[config.mk]
export PLATFORM = sky130hd
export DESIGN_NAME = srcg_top
export DESIGN_NICKNAME = d
export VERILOG_FILES = /design/src/rtl/srcg_pkg.sv /design/src/rtl/srcg_ctrl.sv /design/src/rtl/srcg_datapath.sv /design/src/rtl/srcg_top.sv
export SDC_FILE = /design/constraint.sdc
export NUM_CORES = 1
export LEC_CHECK = 0
export CORE_MARGIN = 2
export CORE_UTILIZATION = 23
export CTS_CLUSTER_SIZE = 8
export DETAILED_ROUTE_END_ITERATION = 6
export PLACE_DENSITY = 0.95
export SETUP_SLACK_MARGIN = 0.4
export SLEW_MARGIN = 20
export SYNTH_ARGS = -nofsm -noshare
export SYNTH_HDL_FRONTEND = slang
export SYNTH_SLANG_ARGS = --single-unit
[constraint.sdc]
create_clock -name clk -period 2.6 [get_ports clk]
set_input_delay 0.78 -clock clk [delete_from_list [all_inputs] [get_ports clk]]
set_output_delay 0.78 -clock clk [all_outputs]
set_load 0.03 [all_outputs]
[src/rtl/srcg_pkg.sv]
package srcg_pkg;
  typedef struct packed {
    logic wrBase;
    logic wrSet;
    logic wrClr;
    logic hwGate;
    logic periphWr;
    logic rdCtrl;
    logic rdPeriph;
  } ctrlStrobes_t;
endpackage

[src/rtl/srcg_ctrl.sv]
module srcg_ctrl
  import srcg_pkg::*;
#(
  parameter int ADDR_W      = 4,
  parameter int HOLD_CYCLES = 4,
  parameter int PERIPH_BASE = 4
) (
  input  logic              clk,
  input  logic              rstN,
  input  logic              busSel,
  input  logic              busWrite,
  input  logic [ADDR_W-1:0] busAddr,
  input  logic              srstQ,
  input  logic              gateQ,
  output ctrlStrobes_t      strb
);
  localparam int CNT_W = $clog2(HOLD_CYCLES + 1);
  localparam logic [ADDR_W-1:0] ADDR_BASE = ADDR_W'(0);
  localparam logic [ADDR_W-1:0] ADDR_SET  = ADDR_W'(1);
  localparam logic [ADDR_W-1:0] ADDR_CLR  = ADDR_W'(2);
  localparam logic [ADDR_W-1:0] ADDR_PER  = ADDR_W'(PERIPH_BASE);
  localparam logic [CNT_W-1:0]  CNT_LAST  = CNT_W'(HOLD_CYCLES - 1);
  localparam logic [CNT_W-1:0]  CNT_DONE  = CNT_W'(HOLD_CYCLES);

  logic [CNT_W-1:0] holdCnt;
  logic wrAcc, rdAcc, inPeriph;

  // Hold counter: counts cycles with reset requested, saturates once done
  always_ff @(posedge clk or negedge rstN) begin
    if (!rstN)                  holdCnt <= '0;
    else if (!srstQ)            holdCnt <= '0;
    else if (holdCnt != CNT_DONE) holdCnt <= holdCnt + 1'b1;
  end

  always_comb begin
    wrAcc    = busSel && busWrite;
    rdAcc    = busSel && !busWrite;
    inPeriph = busAddr >= ADDR_PER;
    strb.wrBase   = wrAcc && (busAddr == ADDR_BASE);
    strb.wrSet    = wrAcc && (busAddr == ADDR_SET);
    strb.wrClr    = wrAcc && (busAddr == ADDR_CLR);
    strb.hwGate   = srstQ && (holdCnt == CNT_LAST);
    strb.periphWr = wrAcc && inPeriph && !gateQ;
    strb.rdCtrl   = rdAcc && (busAddr <= ADDR_CLR);
    strb.rdPeriph = rdAcc && inPeriph;
  end
endmodule

[src/rtl/srcg_datapath.sv]
module srcg_datapath
  import srcg_pkg::*;
#(
  parameter int DATA_W   = 32,
  parameter int SRST_BIT = 1,
  parameter int GATE_BIT = 0
) (
  input  logic              clk,
  input  logic              rstN,
  input  ctrlStrobes_t      strb,
  input  logic [1:0]        ctrlWbits,   // [1]=clock off, [0]=reset request
  input  logic [DATA_W-1:0] periphRdata,
  output logic [DATA_W-1:0] busRdata,
  output logic              srstQ,
  output logic              gateQ
);
  localparam int NBITS = 2;

  logic [NBITS-1:0] qBits, nextBits, hwSet;

  assign hwSet = {strb.hwGate, 1'b0};

  for (genvar g = 0; g < NBITS; g++) begin : g_bit
    logic aliasVal;
    always_comb begin
      if (strb.wrBase)     aliasVal = ctrlWbits[g];
      else if (strb.wrSet) aliasVal = qBits[g] | ctrlWbits[g];
      else if (strb.wrClr) aliasVal = qBits[g] & ~ctrlWbits[g];
      else                 aliasVal = qBits[g];
    end
    // hardware gating wins over a software write in the same cycle
    assign nextBits[g] = aliasVal | hwSet[g];
  end

  always_ff @(posedge clk or negedge rstN) begin
    if (!rstN) qBits <= '0;
    else       qBits <= nextBits;
  end

  assign srstQ = qBits[0];
  assign gateQ = qBits[1];

  always_comb begin
    busRdata = '0;
    if (strb.rdCtrl) begin
      busRdata[SRST_BIT] = srstQ;
      busRdata[GATE_BIT] = gateQ;
    end else if (strb.rdPeriph && !gateQ) begin
      busRdata = periphRdata;
    end
  end
endmodule

[src/rtl/srcg_top.sv]
module srcg_top
  import srcg_pkg::*;
#(
  parameter int DATA_W      = 32,
  parameter int ADDR_W      = 4,
  parameter int HOLD_CYCLES = 4,
  parameter int PERIPH_BASE = 4,
  parameter int SRST_BIT    = 1,
  parameter int GATE_BIT    = 0
) (
  input  logic              clk,
  input  logic              rstN,
  input  logic              busSel,
  input  logic              busWrite,
  input  logic [ADDR_W-1:0] busAddr,
  input  logic [DATA_W-1:0] busWdata,
  output logic [DATA_W-1:0] busRdata,
  output logic              periphWe,
  output logic [ADDR_W-1:0] periphAddr,
  output logic [DATA_W-1:0] periphWdata,
  input  logic [DATA_W-1:0] periphRdata,
  output logic              periphRstN,
  output logic              periphClkEn
);
  ctrlStrobes_t strb;
  logic srstQ, gateQ;

  srcg_ctrl #(
    .ADDR_W(ADDR_W), .HOLD_CYCLES(HOLD_CYCLES), .PERIPH_BASE(PERIPH_BASE)
  ) ctrl_i (
    .clk(clk), .rstN(rstN), .busSel(busSel), .busWrite(busWrite),
    .busAddr(busAddr), .srstQ(srstQ), .gateQ(gateQ), .strb(strb)
  );

  srcg_datapath #(
    .DATA_W(DATA_W), .SRST_BIT(SRST_BIT), .GATE_BIT(GATE_BIT)
  ) dp_i (
    .clk(clk), .rstN(rstN), .strb(strb),
    .ctrlWbits({busWdata[GATE_BIT], busWdata[SRST_BIT]}),
    .periphRdata(periphRdata), .busRdata(busRdata),
    .srstQ(srstQ), .gateQ(gateQ)
  );

  assign periphWe    = strb.periphWr;
  assign periphAddr  = busAddr;
  assign periphWdata = busWdata;
  assign periphRstN  = !srstQ;
  assign periphClkEn = !gateQ;
endmodule

**Yosys cells after proc, flatten, opt, wreduce, memory -nomap -nowiden**

Cells that the tools add are included.

- Bits in registers: 5
- Bits of input ports: 72
- Output and inout port bits: 71
- Logic and storage cells: 45

- Add/subtract/negate cells: 1
- Magnitude comparators: 2
- Equal/unequal tests: 5
- Mux-type cells: 11
- Bitwise gates (word level): 7
- Reduce and logical (&&, ||, !) cells: 16

Operators with widths:

| operator | count |
|---|---|
| $mux W32 | 1 |
| $mux W30 | 1 |
| $logic_and A1 B1 Y1 | 11 |
| $mux W1 | 6 |
| $mux W3 | 2 |
| $eq A4 B1 Y1 const B | 1 |
| $eq A4 B2 Y1 const B | 1 |
| $ge A4 B3 Y1 const B | 1 |
| $le A4 B2 Y1 const B | 1 |
| $logic_not A4 Y1 | 1 |
| $add A3 B1 Y3 const B | 1 |
| $eq A3 B2 Y1 const B | 1 |
| $logic_not A1 Y1 | 3 |
| $ne A3 B3 Y1 const B | 1 |
| $or A1 B1 Y1 | 3 |
| $reduce_bool A3 Y1 | 1 |
| $and A1 B1 Y1 | 2 |
| $mux W2 | 1 |
| $ne A2 B2 Y1 const B | 1 |
| $not A1 Y1 | 2 |

**Depth between registers and ports, before layout**

Gate-level depths: netlist (run 1).

- Word-level depth: 6
- Depth in mapped cells: 5
- Gate-level depth less buffers: 5

**By module**

From an unflattened synthesis (run 1), not the netlist that was laid out.

- Cells, all modules: 116
- Area, all modules: 902.1 sq um

Modules (own cells, without submodules):

| module | times used | cells each | area each (sq um) | sequential area each (sq um) |
|---|---|---|---|---|
| srcg_datapath | 1 | 49 | 367.9 | 50.0 |
| srcg_top | 1 | 38 | 277.8 | 0.0 |
| srcg_ctrl | 1 | 29 | 256.5 | 75.1 |

**Least setup slack after synthesis (run 1)**

No wires, ideal clock.

- Path kind: input-to-output
- Start: input busWrite
- End: output busRdata[10]
- Arrival time: 1.668 ns
- Required time: 1.820 ns
- Setup slack: 0.152 ns
- Stages on the path: 4
- Buffers on the path: 1
- Cell sequence: nand2b_1 > nor3_2 > buf_2 > and2_1

- Longest elaborated chain between the ends: 6
- Elaborated cells on any way between the ends: 7
- Those cells by class: mux (2); reduce/logical (5)

RTL lines:

| item | RTL line | text |
|---|---|---|
| start, declared | srcg_top.sv:14 | `input logic busWrite,` |
| $logic_not A1 Y1 (*) | srcg_ctrl.sv:37 | `rdAcc = busSel && !busWrite;` |
| $logic_and A1 B1 Y1 (*) | srcg_ctrl.sv:37 |  |
| $logic_and A1 B1 Y1 | srcg_ctrl.sv:45 | `strb.rdPeriph = rdAcc && inPeriph;` |
| $logic_and A1 B1 Y1 | srcg_datapath.sv:48 | `end else if (strb.rdPeriph && !gateQ) begin` |
| $mux W32 | srcg_datapath.sv:48 |  |
| $mux W30 (*) | srcg_datapath.sv:45 | `if (strb.rdCtrl) begin` |
| end, declared | srcg_top.sv:17 | `output logic [DATA_W-1:0] busRdata,` |

Mark *: on every way between the ends. The rest lies on a longest branch, timed or not.

**Worst setup path after layout (run 1)**

- Start: input busWrite
- End: output busRdata[8]

The elaborated chain is that of the path after synthesis.

==> impl_results.md, run 1 <==
- Initial antenna violation count: 0
- Worst-path fanout max: 7
- Crit path from: busWrite
- Power Total: around 760 uW
- Global-route wire length before repair: about 4700 um
- Adder-Cell Fraction of Synth Area: 0.04630
- CTS sink count: 5
- Max incr delay on CP: 0.14 ns
- Yosys cell types: 21
- Grt total ovfl: 0
- Fin Setup TNS: -0.2483 ns
- CP delay by family, top: buffers and inverters
- Synth async-reset ratio: 1.000
- Vias in the first global route: 990
- Syn Area/Cell: 7.722 sq um
- Critical Path AT: roughly 1.9 ns
- Largest net degree at the start of global routing: 8
- Die height: roughly 63 um
- Worst EP required: ~1.8 ns
- PwrDens: about 400 nW/um^2
- Top cells by count, synth: buf_4 (36), and2_1 (30), dfrtp_1 (5), inv_1 (5)
- Yosys reg bits: 5
- Final Util: 0.5476
- CTS clk-pin slew, worst paths: roughly 0.04 ns
- Slew Viols, Final: 0
- Register area share after synthesis: 0.1543
- CP bufs+invs: 6
- Crit path kind: input port to output port
- Clk_lat worst skew: 0.26 ns
- Router iterations before antenna repair: 2
- Post-synth EDFFs: 0
- # diodes: 0
- Mapped Cells: 105
- Origin of the worst min-delay path: ctrl_i.holdCnt[1]
- DR vias: a little over 900
- Layout cells sized above 1: 0.6185
- Commonest register cell after synthesis: dfrtp_1
- DR DRC count: 0
- HPWL after detailed placement: between 1500 and 2000 um
- CTS tree: built
- CP Launch Type: input port
- Post-layout minimum cycle time: between 2 and 3 ns
- Failing checks: negative setup slack
- Tightest Pin Transition: between 0.3 and 0.4 ns
- Final hold violation count: 0
- Proportion of synthesized area in mux cells: 0
- YS warnings: 0
- Max Cap Violations: 0
- P_leak: 0.0008649 uW
- Clock Skews: about 0.0083 ns
- Reg-to-reg startpoint: ctrl_i.holdCnt[0]
- Net Count, Synth: 180
- Area growth syn-to-layout: 127.2%
- Simple-Gate Fraction of Synth Area: 0.3272
- Maximum level of the CTS H-tree: 1
- Worst path most repeated cell: buf_6
- Iteration-0 DRC count of the detailed router: 19
- Routed len/inst: 13.50 um
- Post-Place Worst Slack: -0.3139 ns
- CP Cell Sequence: buf_6, nand2b_4, nor3_4, buf_4, buf_6, buf_12, buf_16, and2_4, buf_6
- Die ar.: 4016 sq um
- Die Wd: 63.37 um
- Overall Global Routing Usage: 0.1495
- Clock root buffer: clkbuf_4
- Post-synth top area share: 0.3333
- Nets@finish: around 250
- Highest Clock Rate: 378.3 MHz
- Synth Area in Compound Gates: 0.08642
- Slew headroom: 0.7805
- Worst setup EP type: output port
- Final GP Congestion: about 0.67
- Unrepaired setup endpoints after global routing: true
- Cts bufs inserted: 3
- Status: finished with violations
- Largest family of logic cells by synthesized area: buffers and inverters
- Final WS setup: -0.04368 ns
- DR vias/cell: between 4 and 5
- Cell Rows: 21
- Hold Crit Class: register to register
- Total I/O pin count: 143
- CP max stage cell: nand2b_4
- Synth Area in XOR/XNOR: 0.01080
- Post-synth top area cell: buf_4
- Core ar.: about 3400 sq um
- Antenna viol nets, final: 0
- Final setup vio count: 7
- Count leader, synth: buf_4
- Worst vdd ir: between 400 and 500 uV
- Post-Syn Area: between 800 and 900 sq um
- Initial Util: 0.2411
- Clock Path Buffers: 2
- Ranking of synthesized cells by area: buf_4 (33%), and2_1 (23%), dfrtp_1 (15%), ha_1 (4.6%), inv_1 (2.3%)
- Post-route clock period utilization: 1.017
- WL final: between 2000 and 3000 um
- Count of input and output buffers: 82
logic make-up (layout without fill, tap and decap cells):
group	Yosys count	count (layout)
simple gates	44	44
buf+inv	44	112
compound gates	8	8
flops	5	5
fa+ha+maj	3	3
xor+xnor	1	1
cell type report:
type                    count  area [sq um]
clock buffers               4         26.28
fillers                   301          1521
inverters                   5         18.77
multi-input cells          56         508.0
flip-flops and latches      5         125.1
well taps                  46         57.56
repair buffers            103          1106
report_power, final:
| group | internal (uW) | switching, uW | leakage (uW) |
|---|---|---|---|
| combinational | 279 | 234 | 0.000789 |
| clock | 58.4 | 38.1 | 0.0000150 |
| sequential | 110 | 39.4 | 0.0000609 |
per-layer routing:
metal | track usage | up-vias | routed length [um] | part of all wire
met1 | 0.1388 | 405 | 933 | 0.32
met2 | 0.2816 | 63 | 1623 | 0.55
met4 | 0.08424 | 0 | 70 | 0.024
li1 | - | 436 | - | -
met3 | 0.05000 | 10 | 328 | 0.11
met5 | 0 | - | 0 | 0
placed cells by master (no fill, tap or decap), types with 2 or more instances in the layout:
master / synthesis / layout
buf_16: 0 / 3
buf_12: 0 / 2
dlygate4sd2_1: 0 / 4
nor2_1: 3 / 2
nand2_1: 3 / 2
a21oi_1: 2 / 2
ha_1: 3 / 3
inv_1: 5 / 5
dfrtp_1: 5 / 5
buf_6: 0 / 43
and2_4: 0 / 30
nor2b_1: 2 / 2
buf_4: 36 / 15
clkdlybuf4s50_1: 0 / 33
clkbuf_4: 0 / 3
stage by stage:
step	hold WS (ns)	instance area [sq um]	cells
after floorplan	0.4844	914.6	105
after global placement	0.5322	1483	203
after detailed placement	0.5376	1483	203
after CTS	0.5604	1828	218
after global routing	0.5733	1842	219
final	0.5567	1842	219
final timing paths:
| path | end | slack, ns | cells after the start |
|---|---|---|---|
| max | busRdata[8] | -0.04 | 9 |
| min reg2reg | ctrl_i.holdCnt[1] | 0.56 | 2 |
| min in group asynchronous | async pin | 0.75 | 1 |
| min | ctrl_i.holdCnt[1] | 0.56 | 2 |
| max in group asynchronous | ctrl_i.holdCnt[0] | 1.65 | 1 |
| max reg2reg | dp_i.qBits[1] | 1.37 | 3 |
worst reg2reg max path, stage by stage (launching register included):
cell     delay (ns)
dfrtp_1        0.40
ha_1           0.21
ha_1           0.18
a221o_1        0.33
timing repair:
item	in CTS	in global routing
hold buffers	0	0
resized for setup	73	5
cloned	3	0
endpoints found under the setup margin	41	32
pin swaps	4	5
setup buffers	8	1
(Power assumes the default switching activity.)
==> inputs of run 2 (changes only) <==
ABC_AREA = 0   (was unset)
==> results of run 2 <==
No change in the layout: final DEF, timing and power equal those of run 1.
